### config.mk
export PLATFORM = sky130hd
export DESIGN_NAME = tune_word_ctr
export DESIGN_NICKNAME = d
export VERILOG_FILES = /design/src/rtl/tune_ctr_pkg.sv /design/src/rtl/tctr_edge_sync.sv /design/src/rtl/tctr_sat_counter.sv /design/src/rtl/tctr_quiet_timer.sv /design/src/rtl/tune_word_ctr.sv
export SDC_FILE = /design/constraint.sdc
export NUM_CORES = 1
export LEC_CHECK = 0
export ABC_AREA = 1
export BUFFER_PORTS_ARGS = -buffer_cell sky130_fd_sc_hd__buf_2
export CAP_MARGIN = 20
export CORE_UTILIZATION = 30
export CTS_BUF_LIST = sky130_fd_sc_hd__clkbuf_4 sky130_fd_sc_hd__clkbuf_8 sky130_fd_sc_hd__clkbuf_16
export CTS_CLUSTER_DIAMETER = 80
export CTS_CLUSTER_SIZE = 40
export DETAILED_ROUTE_END_ITERATION = 8
export GPL_TIMING_DRIVEN = 1
export HOLD_SLACK_MARGIN = 0.08
export MAX_ROUTING_LAYER = met4
export REMOVE_ABC_BUFFERS = 1
export SYNTH_ARGS = -nofsm -noshare
export SYNTH_HDL_FRONTEND = slang
export SYNTH_SLANG_ARGS = --single-unit
### constraint.sdc
create_clock -name clk -period 2.65 [get_ports clk]
set_input_delay 0.265 -clock clk [delete_from_list [all_inputs] [get_ports clk]]
set_output_delay 0.265 -clock clk [all_outputs]
set_load 0.01 [all_outputs]
### src/rtl/tune_ctr_pkg.sv
package tune_ctr_pkg;

  typedef enum logic [1:0] {
    STEP_HOLD = 2'd0,
    STEP_UP   = 2'd1,
    STEP_DN   = 2'd2
  } step_e;

  // Turn the two edge events and the enable into one step request.
  function automatic step_e decode_step(input logic enable,
                                        input logic up_evt,
                                        input logic dn_evt);
    step_e s;
    if (!enable || (up_evt && dn_evt)) s = STEP_HOLD;
    else if (up_evt)                   s = STEP_UP;
    else if (dn_evt)                   s = STEP_DN;
    else                               s = STEP_HOLD;
    return s;
  endfunction

endpackage

### src/rtl/tctr_edge_sync.sv
module tctr_edge_sync #(
  parameter int STAGES = 2
) (
  input  logic clk,
  input  logic rst_n,
  input  logic din,
  output logic rise
);
  localparam int LAST = STAGES - 1;

  logic [STAGES-1:0] chain;
  logic              prev;

  generate
    genvar g;
    for (g = 0; g < STAGES; g++) begin : g_stage
      if (g == 0) begin : g_first
        always_ff @(posedge clk or negedge rst_n)
          if (!rst_n) chain[0] <= 1'b0;
          else        chain[0] <= din;
      end else begin : g_next
        always_ff @(posedge clk or negedge rst_n)
          if (!rst_n) chain[g] <= 1'b0;
          else        chain[g] <= chain[g-1];
      end
    end
  endgenerate

  always_ff @(posedge clk or negedge rst_n)
    if (!rst_n) prev <= 1'b0;
    else        prev <= chain[LAST];

  assign rise = chain[LAST] & ~prev;

endmodule

### src/rtl/tctr_sat_counter.sv
module tctr_sat_counter
  import tune_ctr_pkg::*;
#(
  parameter int WORD_W = 4
) (
  input  logic              clk,
  input  logic              rst_n,
  input  step_e             step,
  output logic [WORD_W-1:0] code
);
  localparam logic [WORD_W-1:0] CODE_MAX = {WORD_W{1'b1}};
  localparam logic [WORD_W-1:0] CODE_MID = {1'b0, {(WORD_W-1){1'b1}}};

  // Next code with clamping at both ends.
  function automatic logic [WORD_W-1:0] clamp_step(input logic [WORD_W-1:0] cur,
                                                   input step_e s);
    logic [WORD_W-1:0] nxt;
    nxt = cur;
    case (s)
      STEP_UP: if (cur != CODE_MAX) nxt = cur + 1'b1;
      STEP_DN: if (cur != '0)       nxt = cur - 1'b1;
      default: nxt = cur;
    endcase
    return nxt;
  endfunction

  always_ff @(posedge clk or negedge rst_n)
    if (!rst_n) code <= CODE_MID;
    else        code <= clamp_step(code, step);

endmodule

### src/rtl/tctr_quiet_timer.sv
module tctr_quiet_timer #(
  parameter int SETTLE_W = 8
) (
  input  logic                clk,
  input  logic                rst_n,
  input  logic                correction,
  input  logic                tick,
  input  logic [SETTLE_W-1:0] settle_len,
  output logic                settled
);
  logic [SETTLE_W-1:0] quiet_cnt;
  logic [SETTLE_W:0]   quiet_nxt;
  logic                reach;

  function automatic logic hits_len(input logic [SETTLE_W:0] n,
                                    input logic [SETTLE_W-1:0] len);
    return n >= {1'b0, len};
  endfunction

  assign quiet_nxt = {1'b0, quiet_cnt} + 1'b1;
  assign reach     = hits_len(quiet_nxt, settle_len);

  always_ff @(posedge clk or negedge rst_n) begin
    if (!rst_n) begin
      quiet_cnt <= '0;
      settled   <= 1'b0;
    end else if (correction) begin
      quiet_cnt <= '0;
      settled   <= 1'b0;
    end else if (tick && !settled) begin
      if (reach) settled <= 1'b1;
      else       quiet_cnt <= quiet_nxt[SETTLE_W-1:0];
    end
  end

endmodule

### src/rtl/tune_word_ctr.sv
module tune_word_ctr
  import tune_ctr_pkg::*;
#(
  parameter int WORD_W      = 4,
  parameter int SETTLE_W    = 8,
  parameter int SYNC_STAGES = 2
) (
  input  logic                clk,
  input  logic                rst_n,
  input  logic                en,
  input  logic                up_pulse,
  input  logic                dn_pulse,
  input  logic                ref_tick,
  input  logic [SETTLE_W-1:0] settle_len,
  output logic [WORD_W-1:0]   tune_code,
  output logic                settled
);
  logic  up_rise;
  logic  dn_rise;
  logic  correction;
  step_e step;

  tctr_edge_sync #(.STAGES(SYNC_STAGES)) u_up_sync (
    .clk(clk), .rst_n(rst_n), .din(up_pulse), .rise(up_rise)
  );

  tctr_edge_sync #(.STAGES(SYNC_STAGES)) u_dn_sync (
    .clk(clk), .rst_n(rst_n), .din(dn_pulse), .rise(dn_rise)
  );

  assign step       = decode_step(en, up_rise, dn_rise);
  assign correction = en & (up_rise | dn_rise);

  tctr_sat_counter #(.WORD_W(WORD_W)) u_cnt (
    .clk(clk), .rst_n(rst_n), .step(step), .code(tune_code)
  );

  tctr_quiet_timer #(.SETTLE_W(SETTLE_W)) u_quiet (
    .clk(clk), .rst_n(rst_n), .correction(correction), .tick(ref_tick),
    .settle_len(settle_len), .settled(settled)
  );

endmodule

[Yosys cells after proc, flatten, opt, wreduce, memory -nomap -nowiden]
Index checks and enable logic that the tools add are counted.
Operators by class
  $add $sub $neg: 3
  multiply operators: 0
  divide/modulo/power cells: 0
  order comparisons: 1
  equality and inequality tests: 6
  shift operators: 0
  multiplexer cells: 12
  bitwise logic cells: 6
  reduce and logical (&&, ||, !) cells: 12
Operators with widths (count)
  $mux W8: 3
  $add A8 B1 Y9 const B: 1
  $ge A9 B8 Y1: 1
  $mux W4: 2
  $pmux W4 S2: 1
  $mux W2: 3
  $reduce_bool A2 Y1: 3
  $add A4 B1 Y4 const B: 1
  $ne A2 B1 Y1 const B: 2
  $ne A4 B4 Y1 const B: 1
  $reduce_and A2 Y1: 2
  $reduce_bool A4 Y1: 1
  $sub A4 B1 Y4 const B: 1
  $and A1 B1 Y1: 3
  $mux W1: 3
  $reduce_and A3 Y1: 1
  $eq A2 B1 Y1 const B: 1
  $eq A2 B2 Y1 const B: 1
  $logic_and A1 B1 Y1: 2
  $logic_not A1 Y1: 2
  $ne A2 B2 Y1 const B: 1
  $not A1 Y1: 2
  $logic_or A1 B1 Y1: 1
  $or A1 B1 Y1: 1
Word-level totals
  flip-flop bits (word level): 19
  bits in latches: 0
  memory bits (writable): 0
  ROM bits: 0
  input bits: 14
  output and inout port bits: 5
  logic and storage cells: 49
  memories: 0

[Logic depth before layout (Yosys ltp)]
  depth in word-level cells: 8
  gate-level depth with buffers: 17
  depth with buffers taken out: 17

[Hierarchy]
Synthesis repeated with hierarchy kept, for this count alone.
Unflattened totals
  cell total of the unflattened synthesis: 173
  area total of the unflattened synthesis: 1307.5 um^2
Modules (own cells, without submodules)
  tctr_quiet_timer: instances 1, cells each 113, area each 780.7 um^2, seq. area each 225.2 um^2
  tctr_sat_counter: instances 1, cells each 45, area each 337.8 um^2, seq. area each 103.8 um^2
  tctr_edge_sync: instances 2, cells each 5, area each 85.1 um^2, seq. area each 75.1 um^2
  tune_word_ctr: instances 1, cells each 5, area each 18.8 um^2, seq. area each 0.0 um^2

[Least setup slack after synthesis]
OpenSTA, ideal clock, no wires.
  path kind: register to register
  start point: register u_up_sync.chain[1]
  end point: register u_cnt.code[3]
  setup time: 0.128 ns
  arrival: 1.930 ns
  required time: 2.522 ns
  path slack: 0.593 ns
  stages on the path, launching flop included: 15
  path buffers: 0
  period minus slack after synthesis: 2.057 ns
  cells stage by stage: dfrtp_1 clkinv_1 nor2_1 inv_1 nor3_1 inv_1 ha_1 ha_1 nand2_1 nand2_1 a21oi_1 nand2_1 nand2_1 nor2_1 xor2_1
On the way
  longest elaborated chain between the ends: 7
  elaborated cells on any way between the ends: 12
  classes of those cells: 4 x eq/ne; 3 x mux; 1 x bitwise; 4 x reduce/logical
Ends and longest elaborated chain
  start: declaration: line tctr_edge_sync.sv:11  | logic [STAGES-1:0] chain;
  start signal: indexed assignment: line tctr_edge_sync.sv:24  | else chain[g] <= chain[g-1];
  $and A1 B1 Y1 *: line tctr_edge_sync.sv:33  | assign rise = chain[LAST] & ~prev;
  $logic_and A1 B1 Y1: line tune_ctr_pkg.sv:14  | if (!enable || (up_evt && dn_evt)) s = STEP_HOLD;
  $logic_or A1 B1 Y1: line tune_ctr_pkg.sv:14
  $mux W2 *: line tune_ctr_pkg.sv:14
  $eq A2 B2 Y1 or $eq A2 B1 Y1 (tied branches): line tctr_sat_counter.sv:19  | case (s)
  $ne A2 B1 Y1 (no line) or $reduce_bool A2 Y1 (tied branches)
  $reduce_and A3 Y1 (no line)
  end signal: assignment: line tctr_sat_counter.sv:29  | else code <= clamp_step(code, step);
  end: declaration: line tctr_sat_counter.sv:9  | output logic [WORD_W-1:0] code
Mark *: on every way between the ends. The rest lies on a longest branch, timed or not.
A chain may end at the register's enable or synchronous reset.

[Worst setup path after layout]
  start point: register u_quiet.quiet_cnt[0]
  end point: register u_quiet.quiet_cnt[1]
On the way
  longest elaborated chain between the ends: 4
  elaborated cells on any way between the ends: 7
  classes of those cells: 1 x add/sub; 1 x order compare; 1 x eq/ne; 3 x mux; 1 x reduce/logical
Ends and longest elaborated chain
  start: declaration: line tctr_quiet_timer.sv:11  | logic [SETTLE_W-1:0] quiet_cnt;
  start signal: assignment: line tctr_quiet_timer.sv:32  | else quiet_cnt <= quiet_nxt[SETTLE_W-1:0];
  $add A8 B1 Y9 *: line tctr_quiet_timer.sv:20  | assign quiet_nxt = {1'b0, quiet_cnt} + 1'b1;
  $ge A9 B8 Y1 or $mux W8 (tied branches): line tctr_quiet_timer.sv:17, tctr_quiet_timer.sv:31
  $ne A2 B2 Y1 (no line) or $mux W8 (tied branches)
  $reduce_and A2 Y1 (no line) or $mux W8 (tied branches)
Mark *: on every way between the ends. The rest lies on a longest branch, timed or not. The select of a mux whose other input is x is not followed.

==> impl_metrics.csv <==
group,metric,value,unit
status,outcome,"finished, final reports clean",
route,drt_wl_total,2.11,mm
sta,fin_setup_tns,0,ps
global_routing,antenna_found_initial,0,
route,first_iter_violations,55,
cells_and_area,drive_gt1_share,18.5,%
logic_synthesis,avgSynthCellArea,7.90,um^2
cells_and_area,nNetsFinal,213,
sta,post-route-min-period,2340,ps
logic_synthesis,ys_warn_count,0,
worst_setup_path,critical_path.max_fanout,9,
min_path,hold_class,"in -> reg",
sta,slew_headroom,72.2,%
sta,finClkSkew,8.01,ps
logic_synthesis,synth-seq-area-share,37.7,%
cells_and_area,final_common_cell,"nand2_1",
cts,cts_buffer_depth,2,
place,numPortBuffers,18,
sta,rsz0062_at_grt,"false",
sta,setup_viol_count_final,0,
worst_setup_path,r2r_start,"u_quiet.quiet_cnt[0]",
die,ios,19,
worst_setup_path,arrival,2490,ps
power_and_ir_drop,power.density,710,nW/um^2
run,max-cap-violations,0,
global_routing,grt_pass1_vias,951,
route,route.vias.total,1018,
place,post-dp-hpwl,1.66,mm
logic_synthesis,synth_cells,161,
die,die_h,67.1,um
worst_setup_path,start_kind,"flop",
route,drt-vias-per-instance,4.35,
global_routing,grt_max_degree,20,
cts,cts_buffers,3,
cts,cts_sinks,19,
die,fp.dieW,67.1,um
power_and_ir_drop,cellLeakagePower,0.853,nW
sta,fin_crit_sh,88.5,%
sta,worstMarginPinSlew,417,ps
die,fp-row-count,23,
cells_and_area,antenna-diode-count,0,
die,start_util,31.6,%
cts,worstSkewPairLatency,250,ps
logic_synthesis,synthDistinctLibCells,22,
die,dieArea,4500,um^2
cells_and_area,syn2layout_area_growth,16.4,%
cts,cts_tree,"done",
sta,report.final.slew_viol_count,0,
global_routing,grt_use_total,11.7,%
route,ant_nets,0,
global_routing,grt_pass1_wl,3.87,mm
logic_synthesis,syn_area,1270,um^2
cells_and_area,ff_latch_area,479,um^2
sta,hold_viol_final,0,
global_routing,grt_overflow,0,
route,route.detailed.drc,0,
cts,cts_setup_buffers,0,
route,post_drt_wl_per_cell,9.00,um
cts,cts.clk_slew.worst_paths,60,ps
cells_and_area,layout_common_cells,"39 x nand2_1, 33 x inv_1, 18 x buf_2",
cells_and_area,fill_cells,449,
worst_setup_path,startpoint,"u_quiet.quiet_cnt[0]",
die,core_area,4030,um^2
power_and_ir_drop,peakVddDrop,312,uV
route,dr.pass1.iters,4,
logic_synthesis,yosys_register_bits,19,
worst_setup_path,cp.required,2790,ps
cells_and_area,fin_util,36.7,%
sta,fmax,426,MHz
worst_setup_path,path_class,"reg -> reg",
cts,h-tree-depth,1,
worst_setup_path,endpoint_kind,"flop",
cells_and_area,multi_input_area,661,um^2
min_path,min-delay-start,"up_pulse",
place,routabilityCongestion,0.759,
cts,clk_root_buffer_cell,"clkbuf_8",
[registers in the layout, summed over array words and instances, names as in the netlist]
signal and count:
u_quiet.settled 1, u_dn_sync.chain 2, u_dn_sync.prev 1, u_up_sync.chain 2
u_cnt.code 4, u_up_sync.prev 1, u_quiet.quiet_cnt 8
[kinds of logic (layout without fill, tap and decap cells)]
group / Yosys count / after routing / synth area share (%)
compound gates: 9 / 9 / 5.22
xor+xnor: 8 / 8 / 5.51
fa+ha+maj: 14 / 14 / 14.4
buf+inv: 35 / 58 / 10.3
flops: 19 / 19 / 37.7
simple gates: 76 / 76 / 26.9
[layout make-up]
type                       instances  area share [%]
clock buffer                       3            2.79
multi-input combinational        107            44.6
tap                               50            4.23
sequential                        19            32.4
clock inverter                     1           0.338
timing repair buffer              19            6.76
inverter                          35            8.88
[metal layers]
| layer | GRT usage (%) | wire (um) | share of wire, % |
|---|---|---|---|
| met2 | 19.6 | 964 | 46 |
| met3 | 3.08 | 97 | 4.6 |
| met5 | - | 0 | 0 |
| met4 | 2.39 | 12 | 0.57 |
| met1 | 14.1 | 1030 | 49 |
[repair_timing]
action,in CTS,in global routing
resized for setup,0,0
setup endpoints to repair,0,0
hold endpoints to repair,16,0
hold buffers,1,0
[synth_stat cells]
| master | number | area (um^2) |
|---|---|---|
| o21bai_1 | 1 | 7.51 |
| dfstp_2 | 3 | 78.8 |
| a31oi_2 | 1 | 12.5 |
| o21ai_0 | 2 | 10.0 |
| nand2_1 | 39 | 146 |
| clkinv_1 | 1 | 3.75 |
| inv_2 | 1 | 3.75 |
| xor2_1 | 8 | 70.1 |
| nand3_2 | 1 | 10.0 |
| ha_1 | 13 | 163 |
| nand4_1 | 1 | 6.26 |
| o21ai_4 | 1 | 16.3 |
| dfrtp_1 | 16 | 400 |
| a21oi_1 | 4 | 20.0 |
| fa_1 | 1 | 20.0 |
| nand2_4 | 1 | 11.3 |
| nor3_1 | 3 | 15.0 |
| nand3_1 | 12 | 60.1 |
| nor2_2 | 3 | 18.8 |
| inv_1 | 33 | 124 |
| nand3_4 | 1 | 17.5 |
| nor2_1 | 15 | 56.3 |
[report_power, final]
group	switching, mW	total (mW)	internal [mW]	leakage [nW]
combinational	0.233	0.403	0.170	0.593
clock	0.0911	0.195	0.104	0.0255
sequential	0.0793	0.453	0.374	0.235
[stage by stage]
| step | hold WS [ps] | cell area, um^2 | worst slack, ps | std cells | total power, mW |
|---|---|---|---|---|---|
| after global placement | 234 | 1420 | 347 | 229 | 0.858 |
| final | 119 | 1480 | 305 | 234 | 1.05 |
| after CTS | 111 | 1480 | 283 | 234 | 1.07 |
| after floorplan | -30.6 | 1270 | 593 | 161 | 0.745 |
| after detailed placement | 228 | 1420 | 296 | 229 | 0.870 |
| after global routing | 111 | 1480 | 117 | 234 | 1.17 |
[critical path, stage by stage (launching register included)]
cell,delay (ps)
dfrtp_1,430
ha_1,250
nand3_2,100
xor2_1,190
inv_1,70
ha_1,290
nand2_1,70
nor2_1,100
nand2_1,60
nand3_1,80
nand2_1,60
nand2_1,60
nand2_1,100
nand3_4,140
nand2_4,100
nand2_1,80
nand2_1,50
[worst paths after layout]
| path | endpoint | slack [ps] | cells after the start |
|---|---|---|---|
| min | u_up_sync.chain[0] | 120 | 1 |
| max reg2reg | u_quiet.quiet_cnt[1] | 310 | 16 |
| max | u_quiet.quiet_cnt[1] | 310 | 16 |
| max in group asynchronous | u_cnt.code[0] | 1850 | 2 |
| min reg2reg | u_dn_sync.chain[1] | 350 | 0 |
| min in group asynchronous | u_quiet.quiet_cnt[2] | 480 | 2 |
Power figures use the tool's default switching activity.
